$ cat config.mk
export PLATFORM = sky130hd
export DESIGN_NAME = nps_sequencer
export DESIGN_NICKNAME = d
export VERILOG_FILES = /design/src/rtl/nps_pkg.sv /design/src/rtl/nps_target_calc.sv /design/src/rtl/nps_redirect.sv /design/src/rtl/nps_pc_regs.sv /design/src/rtl/nps_sequencer.sv
export SDC_FILE = /design/constraint.sdc
export NUM_CORES = 1
export LEC_CHECK = 0
export ABC_AREA = 1
export BUFFER_PORTS_ARGS = -buffer_cell sky130_fd_sc_hd__buf_2
export CAP_MARGIN = 20
export CORE_UTILIZATION = 30
export CTS_CLUSTER_DIAMETER = 60
export DETAILED_ROUTE_END_ITERATION = 10
export PLACE_DENSITY = 0.56
export SETUP_SLACK_MARGIN = 0.02
export SYNTH_ARGS = -nofsm -noshare
export SYNTH_HDL_FRONTEND = slang
export SYNTH_SLANG_ARGS = --single-unit
$ cat constraint.sdc
create_clock -name clk -period 2.8 [get_ports clk]
set_input_delay 0.14 -clock clk [delete_from_list [all_inputs] [get_ports clk]]
set_output_delay 0.14 -clock clk [all_outputs]
set_load 0.01 [all_outputs]
$ cat src/rtl/nps_pkg.sv
package nps_pkg;
  typedef enum logic [2:0] {
    XFER_NONE      = 3'd0,
    XFER_BR        = 3'd1,
    XFER_BR_LIKELY = 3'd2,
    XFER_JUMP_ABS  = 3'd3,
    XFER_JUMP_REG  = 3'd4
  } xfer_e;
endpackage

$ cat src/rtl/nps_target_calc.sv
module nps_target_calc #(
  parameter int ADDR_W = 32,
  parameter int OFF_W  = 16,
  parameter int IDX_W  = 26,
  localparam int SH_W  = OFF_W + 2,
  localparam int REG_W = ADDR_W - IDX_W - 2
) (
  input  logic [ADDR_W-1:0] npc,
  input  logic [REG_W-1:0]  pc_region,
  input  logic [OFF_W-1:0]  imm_off,
  input  logic [IDX_W-1:0]  jump_idx,
  output logic [ADDR_W-1:0] br_tgt,
  output logic [ADDR_W-1:0] jabs_tgt
);
  logic [SH_W-1:0]   shifted;
  logic [ADDR_W-1:0] disp;

  always_comb begin
    shifted  = {imm_off, 2'b00};
    disp     = {{(ADDR_W-SH_W){shifted[SH_W-1]}}, shifted};
    br_tgt   = npc + disp;
    jabs_tgt = {pc_region, jump_idx, 2'b00};
  end
endmodule

$ cat src/rtl/nps_redirect.sv
module nps_redirect
  import nps_pkg::*;
#(
  parameter int ADDR_W = 32
) (
  input  logic              step_en,
  input  logic              annul_pend,
  input  logic [2:0]        xfer_kind,
  input  logic              link_req,
  input  logic              cond_true,
  input  logic [ADDR_W-1:0] br_tgt,
  input  logic [ADDR_W-1:0] jabs_tgt,
  input  logic [ADDR_W-1:0] reg_target,
  output logic              redirect,
  output logic [ADDR_W-1:0] redirect_tgt,
  output logic              set_pend,
  output logic              annul,
  output logic              link_we
);
  xfer_e kind;

  always_comb begin
    kind         = xfer_e'(xfer_kind);
    redirect     = 1'b0;
    redirect_tgt = br_tgt;
    set_pend     = 1'b0;
    annul        = 1'b0;
    link_we      = 1'b0;
    if (step_en) begin
      if (annul_pend) begin
        annul = 1'b1;
      end else begin
        case (kind)
          XFER_BR: begin
            redirect = cond_true;
            link_we  = link_req;
          end
          XFER_BR_LIKELY: begin
            redirect = cond_true;
            set_pend = !cond_true;
            link_we  = link_req;
          end
          XFER_JUMP_ABS: begin
            redirect     = 1'b1;
            redirect_tgt = jabs_tgt;
            link_we      = link_req;
          end
          XFER_JUMP_REG: begin
            redirect     = 1'b1;
            redirect_tgt = reg_target;
            link_we      = link_req;
          end
          default: ;
        endcase
      end
    end
  end
endmodule

$ cat src/rtl/nps_pc_regs.sv
module nps_pc_regs #(
  parameter int ADDR_W = 32,
  parameter logic [ADDR_W-1:0] RESET_VEC = '0
) (
  input  logic              clk,
  input  logic              rst_n,
  input  logic              step_en,
  input  logic              redirect,
  input  logic [ADDR_W-1:0] redirect_tgt,
  input  logic              set_pend,
  output logic [ADDR_W-1:0] pc,
  output logic [ADDR_W-1:0] npc,
  output logic [ADDR_W-1:0] nnpc,
  output logic              annul_pend
);
  localparam logic [ADDR_W-1:0] INSN_B = ADDR_W'(4);

  always_ff @(posedge clk or negedge rst_n) begin
    if (!rst_n) begin
      pc         <= RESET_VEC;
      npc        <= RESET_VEC + INSN_B;
      nnpc       <= RESET_VEC + INSN_B + INSN_B;
      annul_pend <= 1'b0;
    end else if (step_en) begin
      pc         <= npc;
      annul_pend <= set_pend;
      if (redirect) begin
        npc  <= redirect_tgt;
        nnpc <= redirect_tgt + INSN_B;
      end else begin
        npc  <= nnpc;
        nnpc <= nnpc + INSN_B;
      end
    end
  end
endmodule

$ cat src/rtl/nps_sequencer.sv
module nps_sequencer #(
  parameter int ADDR_W    = 32,
  parameter int OFF_W     = 16,
  parameter int IDX_W     = 26,
  parameter int RIDX_W    = 5,
  parameter int LINK_REG  = 31,
  parameter logic [ADDR_W-1:0] RESET_VEC = 32'hBFC0_0000,
  localparam int REG_W    = ADDR_W - IDX_W - 2
) (
  input  logic              clk,
  input  logic              rst_n,
  input  logic              step_en,
  input  logic [2:0]        xfer_kind,
  input  logic              link_req,
  input  logic              cond_true,
  input  logic [OFF_W-1:0]  imm_off,
  input  logic [IDX_W-1:0]  jump_idx,
  input  logic [ADDR_W-1:0] reg_target,
  output logic [ADDR_W-1:0] pc_o,
  output logic [ADDR_W-1:0] npc_o,
  output logic [ADDR_W-1:0] nnpc_o,
  output logic              link_we,
  output logic [RIDX_W-1:0] link_idx,
  output logic [ADDR_W-1:0] link_addr,
  output logic              annul
);
  logic [ADDR_W-1:0] br_tgt, jabs_tgt, redirect_tgt;
  logic redirect, set_pend, annul_pend;

  nps_target_calc #(.ADDR_W(ADDR_W), .OFF_W(OFF_W), .IDX_W(IDX_W)) u_tgt (
    .npc(npc_o), .pc_region(pc_o[ADDR_W-1 -: REG_W]), .imm_off(imm_off),
    .jump_idx(jump_idx), .br_tgt(br_tgt), .jabs_tgt(jabs_tgt)
  );

  nps_redirect #(.ADDR_W(ADDR_W)) u_dir (
    .step_en(step_en), .annul_pend(annul_pend), .xfer_kind(xfer_kind),
    .link_req(link_req), .cond_true(cond_true), .br_tgt(br_tgt),
    .jabs_tgt(jabs_tgt), .reg_target(reg_target), .redirect(redirect),
    .redirect_tgt(redirect_tgt), .set_pend(set_pend), .annul(annul),
    .link_we(link_we)
  );

  nps_pc_regs #(.ADDR_W(ADDR_W), .RESET_VEC(RESET_VEC)) u_regs (
    .clk(clk), .rst_n(rst_n), .step_en(step_en), .redirect(redirect),
    .redirect_tgt(redirect_tgt), .set_pend(set_pend), .pc(pc_o),
    .npc(npc_o), .nnpc(nnpc_o), .annul_pend(annul_pend)
  );

  assign link_idx  = RIDX_W'(LINK_REG);
  assign link_addr = nnpc_o;
endmodule

# Word level (Yosys, flattened, before mapping)
# Cells that the tools add are included.
[word_totals] ff_bits=97 elab_cells=30 out_inout_bits=135
[op_classes] eq_ne=4 reduce_logical=4 add_sub_neg=3 muxes=15
[ops] cell="$mux W32" n=4
[ops] cell="$add A32 B3 Y32 const B" n=2
[ops] cell="$pmux W32 S2" n=1
[ops] cell="$add A32 B32 Y32" n=1
[ops] cell="$mux W1" n=9
[ops] cell="$eq A3 B2 Y1 const B" n=2
[ops] cell="$reduce_or A2 Y1" n=2
[ops] cell="$reduce_or A4 Y1" n=1
[ops] cell="$eq A3 B1 Y1 const B" n=1
[ops] cell="$eq A3 B3 Y1 const B" n=1
[ops] cell="$pmux W1 S2" n=1
[ops] cell="$logic_not A1 Y1" n=1

# Depth between registers and ports, before layout
# Gate-level depths: netlist (run 1).
[depth] depth_word=6 ltp_mapped=23 mapped_depth_nobuf=22

# Hierarchy
# From an unflattened synthesis (run 1), not the netlist that was laid out.
[unflattened] hier_cells=1381 area_unflattened_um2=8660.8
[by_module_without_submodules] module="nps_pc_regs" instances=1 cells_each=632 area_per_inst_um2=4874.7
[by_module_without_submodules] module="nps_target_calc" instances=1 cells_each=479 area_per_inst_um2=2507.4
[by_module_without_submodules] module="nps_redirect" instances=1 cells_each=232 area_per_inst_um2=997.2
[by_module_without_submodules] module="nps_sequencer" instances=1 cells_each=38 area_per_inst_um2=281.5

# Worst setup path after synthesis (run 1)
# Ideal clock, no wire load.
[synth_timing] path_type="flip-flop to flip-flop" from="register u_regs.npc[2]" to="register u_regs.nnpc[27]" t_arrival_ns=2.679 path_slack_ns=0.046 stages_incl_launch_ff=22 required_time_ns=2.724 path_buffers=0 path_cell_list="dfstp_2 -> ha_1 -> inv_1 -> fa_1 -> inv_1 -> nand3_1 -> nand2_1 -> nand2_1 -> nand2_1 -> nand2_1 -> nand3_1 -> nand2_1 -> nand2_1 -> nand2_1 -> inv_1 -> nand2_2 -> nor3_2 -> nand4_2 -> nor2_2 -> nand2_1 -> nand2_1 -> nand2_1"
[synth_via] elab_chain_cells=6
[synth_lines] item="start: declaration" line_no="nps_pc_regs.sv:12" rtl="output logic [ADDR_W-1:0] npc,"
[synth_lines] item="start signal: assignment" line_no="nps_pc_regs.sv:21" rtl="npc <= RESET_VEC + INSN_B;"
[synth_lines] item="start signal: assignment" line_no="nps_pc_regs.sv:28" rtl="npc <= redirect_tgt;"
[synth_lines] item="start signal: assignment" line_no="nps_pc_regs.sv:31" rtl="npc <= nnpc;"
[synth_lines] item="$add A32 B32 Y32 *" line_no="nps_target_calc.sv:21" rtl="br_tgt = npc + disp;"
[synth_lines] item="$pmux W32 S2" line_no="nps_redirect.sv:33" rtl="case (kind)"
[synth_lines] item="$mux W32" line_no="nps_redirect.sv:30" rtl="if (annul_pend) begin"
[synth_lines] item="$mux W32 *" line_no="nps_redirect.sv:29" rtl="if (step_en) begin"
[synth_lines] item="$add A32 B3 Y32 *" line_no="nps_pc_regs.sv:29" rtl="nnpc <= redirect_tgt + INSN_B;"
[synth_lines] item="$mux W32 *" line_no="nps_pc_regs.sv:27" rtl="if (redirect) begin"
[synth_lines] item="end signal: assignment" line_no="nps_pc_regs.sv:22" rtl="nnpc <= RESET_VEC + INSN_B + INSN_B;"
[synth_lines] item="end signal: assignment" line_no="nps_pc_regs.sv:29"
[synth_lines] item="end signal: assignment" line_no="nps_pc_regs.sv:32" rtl="nnpc <= nnpc + INSN_B;"
[synth_lines] item="end: declaration" line_no="nps_pc_regs.sv:13" rtl="output logic [ADDR_W-1:0] nnpc,"
# Every way passes the cells marked *; elsewhere a longest branch is shown, timed or not.
# A chain may end at the register's enable or synchronous reset.

# Worst setup path in the final report (run 1)
[layout_timing] from="register u_regs.npc[7]" to="register u_regs.nnpc[23]"
# The elaborated chain is that of the path after synthesis.

==> metrics.md, run 1 <==
| Metric | Value |
|---|---|
| Outcome | `finished, violations left` |
| Violated checks | `setup timing` |
| GRT Overall Usage | `22.8%` |
| DR vias/cell | `4.84` |
| Startpoint kind of the worst setup timing path | `register` |
| Biggest area contributors in the synthesized netlist | `nand2_1, dfrtp_1, dfstp_2` |
| Final cycle utilization of the critical path | `101%` |
| Clock slew at reported path FFs | `0.08 ns` |
| Area overhead of the layout relative to synthesis | `39.7%` |
| Core area | `26400 sq um` |
| Global-route wire length before repair | `48600 um` |
| Clock tree from TritonCTS | `done` |
| Cell types with the highest counts after synthesis | `nand2_1, inv_1, nand3_1, nor2_1, dfrtp_1` |
| Antenna fix cells | `0` |
| Min setup slack post-route | `-0.0311 ns` |
| Fraction of synthesized cell area taken by the top area cell type | `22.9%` |
| PnR Total Power | `8.28 mW` |
| Pin slew with the least headroom to its limit | `0.948 ns` |
| Clock latency on the worst-skew pair | `0.37 ns` |
| Area of the mapped netlist | `8150 sq um` |
| Slew Limit Fails | `0` |
| Internal reg-to-reg setup slack | `-0.03 ns` |
| Height of the die | `167 um` |
| Largest area contributor in the netlist | `nand2_1` |
| Number of antenna violations at the first check in global routing | `0` |
| Classification of the worst-slack hold path | `in2reg` |
| Overall die width | `167 um` |
| Final Hold Fails | `0` |
| Setup repair after global routing missed its margin | `true` |
| Category of the critical setup timing path | `reg2reg` |
| Total Neg Setup Slack | `-0.0760 ns` |
| Post-synthesis sequential element count | `97` |
| Fmax | `353 MHz` |
| Floorplan row count | `59` |
| # nets final | `1695` |
| I/O Buffers | `211` |
| Dominant register cell in the synthesized netlist | `dfrtp_1` |
| Overflow left after global routing | `0` |
| Unique masters post-synth | `46` |
| Most frequent cell after synthesis | `nand2_1` |
| Sequential cell area fraction in the yosys report | `30.2%` |
| Maxcap violations | `0` |
| Largest net degree at the start of global routing | `82` |
| Via count of the first global-routing pass | `8634` |
| Required time worst endpoint | `3.10 ns` |
| Root cell of the clock tree | `clkbuf_16` |
| Clock skew after layout | `0.0112 ns` |
| Setup violations, final | `3` |
| # H-tree levels | `3` |
| Post-synthesis async set-or-reset flop share | `100%` |
| Static Leak | `6.17 nW` |
| DRT Pass-1 Iters | `5` |
| Number of enable-type register cells in the synthesized netlist | `0` |
| Detailed Route Iter0 Violations | `717` |
| Total Wirelength | `32100 um` |
| Number of warnings reported in the yosys synthesis log | `0` |
| Peak supply drop | `0.352 mV` |
| Data arrival time of the critical path | `3.13 ns` |
| Num CTS Buffers | `9` |
| DRC violation count after routing | `0` |
| Max-Slew Margin vs Limit | `36.8%` |
| Overall via count from detail_route | `9299` |
| Highest fanout seen on the critical path | `4` |
| Routability Congestion | `0.916` |
| Final antenna-violating net count | `0` |
| Number of clock sinks seen by CTS | `97` |
| CP Capture Type | `register` |
| Initial cell density of the core | `30.9%` |
| Minimum clock period | `2.83 ns` |
| Fraction of final layout cells with drive strength greater than 1 | `38.1%` |
| Area enclosed by the die boundary | `27800 sq um` |
| CTS Buffer Depth | `2` |
| Post-Synthesis Mean Instance Area | `6.37 sq um` |
| Post-synthesis cell count | `1279` |
| PwrDens | `728 nW/um^2` |
| Half-perimeter wire length after detailed placement | `24700 um` |
| WL per Instance | `16.7 um` |
| Ports | `217` |
==> area by class of cell <==
| class | instances | area [sq um] |
|---|---|---|
| multi-input combinational | 950 | 5310 |
| clock buffer | 9 | 225 |
| timing repair buffer | 366 | 2280 |
| tap | 335 | 419 |
| inverter | 158 | 597 |
| fill | 2757 | 15000 |
| clock inverter | 7 | 77.6 |
| sequential | 97 | 2470 |
==> metrics by stage <==
step	cell area, sq um	hold slack [ns]	instances	util [%]	worst slack (ns)
6_report	11400	0.0903	1922	43.2	-0.0311
5_1_grt	11400	0.117	1922	43.2	-0.202
4_1_cts	10800	0.0817	1915	41.1	-0.0127
3_5_place_dp	10200	0.160	1889	38.7	-0.170
3_3_place_gp	10200	0.152	1889	38.7	-0.107
2_1_floorplan	8160	-0.156	1283	-	0.0455
==> metal layers <==
layer  vias to the layer above  GRT usage [%]  routed length, um
li1                       4621              -                  -
met1                      4359           32.4              15300
met2                       292           36.5              14600
met3                        27           2.83               1690
met4                         0           5.35                457
met5                         -              0                  0
==> worst paths after layout <==
kind / from / endpoint / cells past startpoint
hold / removal: reg_target[0] / u_regs.nnpc[0]$_DFFE_PN0P_ / 3
setup reg to reg: u_regs.npc[7]$_DFFE_PN0P_ / u_regs.nnpc[23]$_DFFE_PN1P_ / 21
min in group asynchronous: rst_n / u_regs.pc[30]$_DFFE_PN0P_ / 2
hold reg to reg: u_regs.pc[22]$_DFFE_PN1P_ / u_regs.pc[22]$_DFFE_PN1P_ / 2
max in group asynchronous: rst_n / u_regs.npc[25]$_DFFE_PN1P_ / 3
setup / recovery: u_regs.npc[7]$_DFFE_PN0P_ / u_regs.nnpc[23]$_DFFE_PN1P_ / 21
==> kinds of logic (layout without fill, tap and decap cells) <==
group           after synthesis  count (layout)  synth area share (%)
compound gates              120             120                  8.82
xor+xnor                     13              13                  1.40
fa+ha+maj                    31              31                  4.85
buf+inv                     236             540                  13.6
flops                        97              97                  30.2
other cells                   1               5                0.0460
simple gates                781             781                  41.1
==> layout by cell type (no fill, tap or decap), types with 9 or more instances in the layout <==
cell type / instances
a21oi_1: 31
a31oi_1: 13
buf_2: 210
buf_4: 146
clkbuf_16: 9
dfrtp_1: 62
dfstp_2: 29
ha_1: 15
ha_4: 13
inv_1: 146
inv_2: 10
nand2_1: 443
nand2_2: 59
nand2_4: 9
nand3_1: 83
nand3_2: 26
nand4_1: 22
nor2_1: 73
nor2_2: 19
nor2_4: 19
o21ai_0: 32
==> registers in the layout, summed over array words and instances (netlist names) <==
name	flops
u_regs.annul_pend	1
u_regs.nnpc	32
u_regs.npc	32
u_regs.pc	32
==> timing repair <==
action | in CTS | in global routing
setup endpoints to repair | 21 | 24
gates resized for setup | 61 | 134
setup buffers | 9 | 8
hold buffers | 1 | 0
gates cloned | 0 | 0
hold endpoints to repair | 19 | 0
pin swaps | 25 | 58
==> power by group <==
group	switching [mW]	leakage (nW)	total, mW	internal [mW]
Clock	0.648	0.142	1.35	0.703
Combinational	2.72	4.89	4.68	1.96
Sequential	0.398	1.14	2.25	1.85
Total	3.77	6.17	8.28	4.51
==> critical path: stages (launching register included) <==
cell and delay, ns:
dfrtp_2 0.47, ha_4 0.23, buf_4 0.15, nand2_2 0.07, nand2_2 0.09, nand2_2 0.08, nand2_2 0.07, inv_2 0.07
nand2_2 0.07, buf_6 0.12, nand2_2 0.06, nand3_2 0.08, nand2_4 0.10, nand2_4 0.06, nor2_4 0.14, nand2_1 0.06
nor2_1 0.12, nand4_1 0.23, nor3_4 0.24, nand2_1 0.08, nand3_1 0.08, nand2_1 0.08
Power figures use the tool's default switching activity.
==> inputs of run 2 (changes only) <==
--- a/config.mk
+++ b/config.mk
@@ -5,13 +5,12 @@
 export SDC_FILE = /design/constraint.sdc
 export NUM_CORES = 1
 export LEC_CHECK = 0
-export ABC_AREA = 1
 export BUFFER_PORTS_ARGS = -buffer_cell sky130_fd_sc_hd__buf_2
 export CAP_MARGIN = 20
 export CORE_UTILIZATION = 30
 export CTS_CLUSTER_DIAMETER = 60
 export DETAILED_ROUTE_END_ITERATION = 10
-export PLACE_DENSITY = 0.56
+export PLACE_DENSITY = 0.57
 export SETUP_SLACK_MARGIN = 0.02
 export SYNTH_ARGS = -nofsm -noshare
 export SYNTH_HDL_FRONTEND = slang
==> metrics.md, run 2 <==
| Metric | Value |
|---|---|
| Static Leak | `5.07 nW (was 6.17 nW)` |
| Reg2Reg Capture Point | `u_regs.nnpc[25]$_DFFE_PN1P_ (was u_regs.nnpc[23]$_DFFE_PN1P_)` |
| Min setup slack post-route | `-0.720 ns (was -0.0311 ns)` |
| Cell types with the highest counts after synthesis | `nor2_1, dfrtp_1, a21oi_1, mux2_2, o21ai_0 (was nand2_1, inv_1, nand3_1, nor2_1, dfrtp_1)` |
| Number of warnings reported in the yosys synthesis log | `0 (unchanged)` |
| Post-synthesis cell count | `822 (was 1279)` |
| Commonest non-fill, non-tap cell in the layout | `buf_4 (was nand2_1)` |
| Final antenna-violating net count | `0 (unchanged)` |
| Clock tree from TritonCTS | `done (unchanged)` |
| Startpoint of the lowest-slack hold path | `reg_target[0] (unchanged)` |
| Clock slew at reported path FFs | `0.08 ns (about the same)` |
| Clock skew after layout | `0.0116 ns (was 0.0112 ns)` |
| Setup repair after global routing missed its margin | `true (unchanged)` |
| Minimum clock period | `3.52 ns (was 2.83 ns)` |
| Data arrival time of the critical path | `3.82 ns (was 3.13 ns)` |
| Pin slew with the least headroom to its limit | `0.882 ns (was 0.948 ns)` |
| Post-synthesis sequential element count | `97 (unchanged)` |
| Core area | `24500 sq um (was 26400 sq um)` |
| Commonest cells after routing, fill and taps aside | `buf_4, buf_2, nor2_1, dfrtp_1, mux2_2 (was nand2_1, buf_2, inv_1, buf_4, nand3_1)` |
| Area of the mapped netlist | `7590 sq um (was 8150 sq um)` |
| Most frequent cell after synthesis | `nor2_1 (was nand2_1)` |
| Height of the die | `161 um (was 167 um)` |
| Unique masters post-synth | `103 (was 46)` |
| Reg2Reg Launch Point | `u_regs.npc[2]$_DFFE_PN1P_ (was u_regs.npc[7]$_DFFE_PN0P_)` |
| # nets final | `1325 (was 1695)` |
| Category of the critical setup timing path | `reg2reg (unchanged)` |
| CTS Buffer Depth | `2 (unchanged)` |
| Area enclosed by the die boundary | `25900 sq um (was 27800 sq um)` |
| Basic-gate share of the synthesized area counting and, or, nand and nor cells | `18.1% (was 41.1%)` |
| Met2 track demand over resource | `34.2% (was 36.5%)` |
| Synthesized-area fraction occupied by ao, oa, aoi and oai cells | `22.5% (was 8.82%)` |
| Required time worst endpoint | `3.10 ns (about the same)` |
| # H-tree levels | `3 (unchanged)` |
| Clock latency on the worst-skew pair | `0.37 ns (about the same)` |
| Biggest area contributors in the synthesized netlist | `dfrtp_1, dfstp_2, mux2_2 (was nand2_1, dfrtp_1, dfstp_2)` |
| Ports | `217 (unchanged)` |
| Total Wirelength | `28800 um (was 32100 um)` |
| Met1 track demand over resource in global routing | `31.0% (was 32.4%)` |
| Floorplan row count | `57 (was 59)` |
| Antenna fix cells | `0 (unchanged)` |
| Area overhead of the layout relative to synthesis | `48.9% (was 39.7%)` |
| Fraction of synthesized cell area taken by the top area cell type | `22.4% (was 22.9%)` |
| Fmax | `284 MHz (was 353 MHz)` |
| PwrDens | `879 nW/um^2 (was 728 nW/um^2)` |
| Internal reg-to-reg setup slack | `-0.72 ns (was -0.03 ns)` |
| DR vias/cell | `5.21 (was 4.84)` |
| Post-synthesis async set-or-reset flop share | `100% (unchanged)` |
| Violated checks | `setup timing (unchanged)` |
| Root cell of the clock tree | `clkbuf_16 (unchanged)` |
| Initial cell density of the core | `30.9% (about the same)` |
| Most congested layer reported by global routing | `met2 (unchanged)` |
| WL per Instance | `18.7 um (was 16.7 um)` |
| R2R cell count | `14 (was 21)` |
| Overall die width | `161 um (was 167 um)` |
| Overall via count from detail_route | `8036 (was 9299)` |
| Global-route wire length before repair | `43800 um (was 48600 um)` |
| Adder-cell area share of the yosys netlist | `5.36% (was 4.85%)` |
| Final cycle utilization of the critical path | `126% (was 101%)` |
| Maxcap violations | `0 (unchanged)` |
| Fraction of final layout cells with drive strength greater than 1 | `55.5% (was 38.1%)` |
| End point of the most critical hold path | `u_regs.nnpc[0]$_DFFE_PN0P_ (unchanged)` |
| Slew Limit Fails | `0 (unchanged)` |
| Cell count of the worst hold path | `3 (unchanged)` |
| Post-Synthesis Mean Instance Area | `9.23 sq um (was 6.37 sq um)` |
| Classification of the worst-slack hold path | `in2reg (unchanged)` |
| Total Neg Setup Slack | `-15.41 ns (was -0.0760 ns)` |
| GRT Overall Usage | `21.8% (was 22.8%)` |
| Met3 capacity usage during global routing | `2.93% (was 2.83%)` |
| Peak supply drop | `0.446 mV (was 0.352 mV)` |
| Largest net degree at the start of global routing | `74 (was 82)` |
| Number of clock sinks seen by CTS | `97 (unchanged)` |
| XOR/XNOR Fraction of Synth Area | `4.04% (was 1.40%)` |
| Max-Slew Margin vs Limit | `41.2% (was 36.8%)` |
| CP Capture Type | `register (unchanged)` |
| Largest area contributor in the netlist | `dfrtp_1 (was nand2_1)` |
| Number of antenna violations at the first check in global routing | `0 (unchanged)` |
| Mux share of post-synthesis cell area | `9.55% (was 0%)` |
| Number of enable-type register cells in the synthesized netlist | `0 (unchanged)` |
| DRT Pass-1 Iters | `5 (unchanged)` |
| DRC violation count after routing | `0 (unchanged)` |
| Largest registers | `u_regs.nnpc (32), u_regs.npc (32), u_regs.pc (32) (unchanged)` |
| Main combinational cell family by area after synthesis | `compound AO/OA/AOI/OAI gates (was simple AND/OR/NAND/NOR gates)` |
| I/O Buffers | `211 (unchanged)` |
| Outcome | `finished, violations left (unchanged)` |
| Overflow left after global routing | `0 (unchanged)` |
| Half-perimeter wire length after detailed placement | `22500 um (was 24700 um)` |
| Via count of the first global-routing pass | `7722 (was 8634)` |
| Num CTS Buffers | `9 (unchanged)` |
| Dominant register cell in the synthesized netlist | `dfrtp_1 (unchanged)` |
| Setup violations, final | `34 (was 3)` |
| Sequential cell area fraction in the yosys report | `32.5% (was 30.2%)` |
| Final Hold Fails | `0 (unchanged)` |
| PnR Total Power | `9.93 mW (was 8.28 mW)` |
| Startpoint kind of the worst setup timing path | `register (unchanged)` |
| Detailed Route Iter0 Violations | `503 (was 717)` |
| Routability Congestion | `0.928 (was 0.916)` |
| Highest fanout seen on the critical path | `5 (was 4)` |
==> run 2: cell types whose count changed after synthesis, moves of 9 or more <==
| cell | previous run | this run |
|---|---|---|
| a21o_1 | 0 | 12 |
| a21oi_1 | 37 | 59 |
| a22oi_1 | 1 | 23 |
| a31oi_1 | 13 | 4 |
| inv_1 | 155 | 19 |
| mux2_2 | 0 | 56 |
| nand2_1 | 498 | 45 |
| nand2_2 | 12 | 0 |
| nand3_1 | 108 | 15 |
| nor2_1 | 96 | 78 |
| nor3_1 | 8 | 17 |
| o21ai_0 | 39 | 56 |
| xnor2_1 | 6 | 23 |
==> run 2: logic make-up (layout without fill, tap and decap cells) <==
group           Yosys count  after routing
flops                    97             97
simple gates            242            242
buf+inv                 103            494
compound gates          247            247
mux                      65             65
other cells               1              5
fa+ha+maj                32             32
xor+xnor                 35             35
==> run 2: final cells by class <==
class | instances | area, sq um
clock inverter | 7 | 92.6
inverter | 21 | 78.8
fill | 2390 | 13200
clock buffer | 9 | 225
sequential | 97 | 2460
multi-input combinational | 626 | 5050
timing repair buffer | 457 | 2980
tap | 324 | 405
==> run 2: how the worst max path moves through the flow <==
stage | depth (start not counted) | slack, ns | startpoint | to
3_5_place_dp | 13 | -0.79 | u_regs.npc[2]$_DFFE_PN1P_ | u_regs.nnpc[31]$_DFFE_PN1P_
2_1_floorplan | 13 | -0.61 | u_regs.npc[2]$_DFFE_PN1P_ | u_regs.nnpc[29]$_DFFE_PN1P_
5_1_grt | 13 | -0.87 | u_regs.npc[2]$_DFFE_PN1P_ | u_regs.nnpc[31]$_DFFE_PN1P_
6_report | 14 | -0.72 | u_regs.npc[2]$_DFFE_PN1P_ | u_regs.nnpc[25]$_DFFE_PN1P_
3_3_place_gp | 13 | -0.74 | u_regs.npc[2]$_DFFE_PN1P_ | u_regs.nnpc[29]$_DFFE_PN1P_
4_1_cts | 14 | -0.68 | u_regs.npc[2]$_DFFE_PN1P_ | u_regs.nnpc[25]$_DFFE_PN1P_
==> run 2: power by group <==
part           switching [mW]  leakage [nW]  internal [mW]  total, mW
Combinational            3.09          3.83           2.94       6.03
Sequential              0.516          1.09           2.01       2.52
Clock                   0.653         0.156          0.722       1.37
==> run 2: worst max-delay path, cell delays in order (launching register included) <==
cell       delay (ns)
dfstp_2          0.56
ha_4             0.14
inv_2            0.03
fa_2             0.37
nor2b_2          0.17
o2111ai_4        0.17
a21o_1           0.21
a21oi_2          0.17
o21ai_2          0.09
or4b_4           0.59
nor4_4           0.32
nand4_4          0.18
buf_4            0.20
xnor2_2          0.13
a21oi_1          0.13
==> run 2: per-layer routing <==
metal	share of wire [%]	up-vias
met5	0	-
met1	45	3912
li1	-	3814
met2	47	268
met3	5.4	42
met4	2.5	0
==> run 2: repair_timing <==
action                                  CTS  global route
resized for setup                        40            71
endpoints found under the setup margin   40            41
hold buffers                              1             0
hold endpoints to repair                 37             0
buffers inserted                          8            12
pin swaps                                15            21
==> run 2: stage by stage <==
step	hold WS [ns]	utilization (%)	instance area, sq um	worst slack (ns)	cells
global placement	0.177	42.1	10300	-0.743	1507
CTS	0.0615	44.4	10900	-0.679	1532
finish	0.0730	46.0	11300	-0.720	1541
global route	0.110	46.0	11300	-0.868	1541
floorplan	-0.156	-	7670	-0.612	826
detailed placement	0.176	42.1	10300	-0.789	1507
==> inputs of run 3 (changes only) <==
--- a/config.mk
+++ b/config.mk
@@ -10,6 +10,7 @@
 export CORE_UTILIZATION = 30
 export CTS_CLUSTER_DIAMETER = 60
 export DETAILED_ROUTE_END_ITERATION = 10
+export HOLD_SLACK_MARGIN = 0.12
 export PLACE_DENSITY = 0.57
 export SETUP_SLACK_MARGIN = 0.02
 export SYNTH_ARGS = -nofsm -noshare
==> metrics.md, run 3 (same netlist as run 2, synthesis figures left out) <==
| Metric | Value |
|---|---|
| Outcome | `finished, violations left (unchanged)` |
| Violated checks | `setup timing (unchanged)` |
| Fraction of power spent switching nets | `42.9% (about the same)` |
| Internal power | `5.67 mW (about the same)` |
| Combined area of the multi-input logic cells | `5050 sq um (unchanged)` |
| PwrDens | `878 nW/um^2 (was 879 nW/um^2)` |
| Setup violations, final | `33 (was 34)` |
| Clock tree from TritonCTS | `done (unchanged)` |
| GRT Overall Usage | `21.8% (about the same)` |
| Clk pwr share | `13.9% (was 13.8%)` |
| Static Leak | `5.08 nW (was 5.07 nW)` |
| Detailed Route Iter0 Violations | `529 (was 503)` |
| CTS Buffer Depth | `2 (unchanged)` |
| Part of the power in combinational logic | `60.7% (about the same)` |
| DRC violation count after routing | `0 (unchanged)` |
| Root cell of the clock tree | `clkbuf_16 (unchanged)` |
| Final cycle utilization of the critical path | `126% (about the same)` |
| Startpoint kind of the worst setup timing path | `register (unchanged)` |
| Maxcap violations | `0 (unchanged)` |
| Commonest non-fill, non-tap cell in the layout | `buf_4 (unchanged)` |
| # H-tree levels | `3 (unchanged)` |
| Area enclosed by the die boundary | `25900 sq um (unchanged)` |
| Data arrival time of the critical path | `3.81 ns (was 3.82 ns)` |
| Category of the critical setup timing path | `reg2reg (unchanged)` |
| Setup repair after global routing missed its margin | `true (unchanged)` |
| Commonest cells after routing, fill and taps aside | `buf_4, buf_2, nor2_1, dfrtp_1, mux2_2 (unchanged)` |
| Fmax | `284 MHz (about the same)` |
| Peak supply drop | `0.445 mV (was 0.446 mV)` |
| # nets final | `1327 (was 1325)` |
| WL per Instance | `18.7 um (about the same)` |
| Clock slew at reported path FFs | `0.08 ns (about the same)` |
| Slew Limit Fails | `0 (unchanged)` |
| Fraction of final layout cells with drive strength greater than 1 | `55.5% (about the same)` |
| Number of antenna violations at the first check in global routing | `0 (unchanged)` |
| Number of clock sinks seen by CTS | `97 (unchanged)` |
| Filler instances | `2388 (was 2390)` |
| Floorplan row count | `57 (unchanged)` |
| I/O Buffers | `211 (unchanged)` |
| Core area | `24500 sq um (unchanged)` |
| Half-perimeter wire length after detailed placement | `22500 um (unchanged)` |
| Area overhead of the layout relative to synthesis | `49.1% (was 48.9%)` |
| CP Capture Type | `register (unchanged)` |
| Highest fanout seen on the critical path | `5 (unchanged)` |
| Overflow left after global routing | `0 (unchanged)` |
| Required time worst endpoint | `3.10 ns (about the same)` |
| Routability Congestion | `0.928 (unchanged)` |
| Portion of total power attributed to sequential cells | `25.4% (about the same)` |
| Via count of the first global-routing pass | `7733 (was 7722)` |
| Max-Slew Margin vs Limit | `41.1% (was 41.2%)` |
| Area used by sequential logic in the layout | `2460 sq um (unchanged)` |
| Overall die width | `161 um (unchanged)` |
| Clock latency on the worst-skew pair | `0.37 ns (about the same)` |
| Overall via count from detail_route | `8003 (was 8036)` |
| Setup Slack @ Placement | `-0.789 ns (unchanged)` |
| Ports | `217 (unchanged)` |
| Initial cell density of the core | `30.9% (unchanged)` |
| Final antenna-violating net count | `0 (unchanged)` |
| Height of the die | `161 um (unchanged)` |
| Total Wirelength | `28800 um (about the same)` |
| Pin slew with the least headroom to its limit | `0.884 ns (was 0.882 ns)` |
| Antenna fix cells | `0 (unchanged)` |
| Utilization after layout | `46.1% (was 46.0%)` |
| Classification of the worst-slack hold path | `in2reg (unchanged)` |
| Largest net degree at the start of global routing | `74 (unchanged)` |
| Num CTS Buffers | `9 (unchanged)` |
| DRT Pass-1 Iters | `5 (unchanged)` |
| Min setup slack post-route | `-0.716 ns (was -0.720 ns)` |
| Global-route wire length before repair | `43800 um (unchanged)` |
| Reported net switching power | `4.26 mW (about the same)` |
| PnR Total Power | `9.94 mW (was 9.93 mW)` |
| DR vias/cell | `5.19 (was 5.21)` |
| Clock skew after layout | `0.0122 ns (was 0.0116 ns)` |
| Final Hold Fails | `0 (unchanged)` |
| Minimum clock period | `3.52 ns (about the same)` |
| Largest registers | `u_regs.nnpc (32), u_regs.npc (32), u_regs.pc (32) (unchanged)` |
-- run 3: metrics by stage --
step	instances	hold slack, ns	area, sq um	setup TNS [ns]
global placement	1507	0.177	10300	-15.48
detailed placement	1507	0.176	10300	-16.03
CTS	1534	0.136	10900	-14.56
floorplan	826	-0.156	7670	-8.60
finish	1543	0.143	11300	-15.20
global route	1543	0.154	11300	-19.77
-- run 3: path summary, 6_finish.rpt --
path	end	from	depth (start not counted)	slack [ns]
min in group asynchronous	u_regs.nnpc[9]$_DFFE_PN0P_	rst_n	2	0.32
hold / removal	u_regs.annul_pend$_DFFE_PN0P_	xfer_kind[1]	3	0.14
hold reg to reg	u_regs.npc[26]$_DFFE_PN1P_	u_regs.npc[26]$_DFFE_PN1P_	2	0.50
setup reg to reg	u_regs.nnpc[25]$_DFFE_PN1P_	u_regs.npc[2]$_DFFE_PN1P_	14	-0.72
max in group asynchronous	u_regs.pc[23]$_DFFE_PN1P_	rst_n	3	1.74
setup / recovery	u_regs.nnpc[25]$_DFFE_PN1P_	u_regs.npc[2]$_DFFE_PN1P_	14	-0.72
-- run 3: critical path, cell delays in order, from the launching register on --
cell and delay (ns):
dfstp_2 0.56, ha_4 0.14, inv_2 0.03, fa_2 0.37, nor2b_2 0.17, o2111ai_4 0.17
a21o_1 0.21, a21oi_2 0.17, o21ai_2 0.09, or4b_4 0.59, nor4_4 0.31, nand4_4 0.18
buf_4 0.20, xnor2_2 0.13, a21oi_1 0.13
-- run 3: area by class of cell --
| cell class | instances | area share [%] |
|---|---|---|
| Inverter | 21 | 0.697 |
| Sequential cell | 97 | 21.8 |
| Clock buffer | 9 | 1.99 |
| Timing Repair Buffer | 459 | 26.5 |
| Multi-Input combinational cell | 626 | 44.7 |
| Clock inverter | 7 | 0.818 |
| Tap cell | 324 | 3.58 |
-- run 3: repair_timing --
action | in CTS | in global routing
gates resized for setup | 40 | 71
hold endpoints to repair | 39 | 0
hold buffers | 3 | 0
pin swaps | 15 | 21
buffers inserted | 8 | 12
setup endpoints to repair | 40 | 41
-- run 3: per-layer routing --
| layer | wire length (um) | share of wire, % | track usage (%) | vias up |
|---|---|---|---|---|
| li1 | - | - | - | 3809 |
| met1 | 13100 | 45 | 31.0 | 3875 |
| met2 | 13400 | 46 | 34.2 | 279 |
| met3 | 1580 | 5.5 | 2.93 | 40 |
| met4 | 764 | 2.7 | 6.78 | 0 |
| met5 | 0 | 0 | 0 | - |
-- run 3: power groups by stage --
| stage | Clock [mW] | Combinational [mW] | Sequential, mW |
|---|---|---|---|
| 3_5_place_dp | 0 | 5.46 | 2.53 |
| 2_1_floorplan | 0 | 2.80 | 2.65 |
| 4_1_cts | 1.41 | 5.67 | 2.51 |
| 5_1_grt | 1.47 | 6.49 | 2.58 |
| 6_report | 1.38 | 6.03 | 2.53 |
| 3_3_place_gp | 0 | 5.42 | 2.52 |
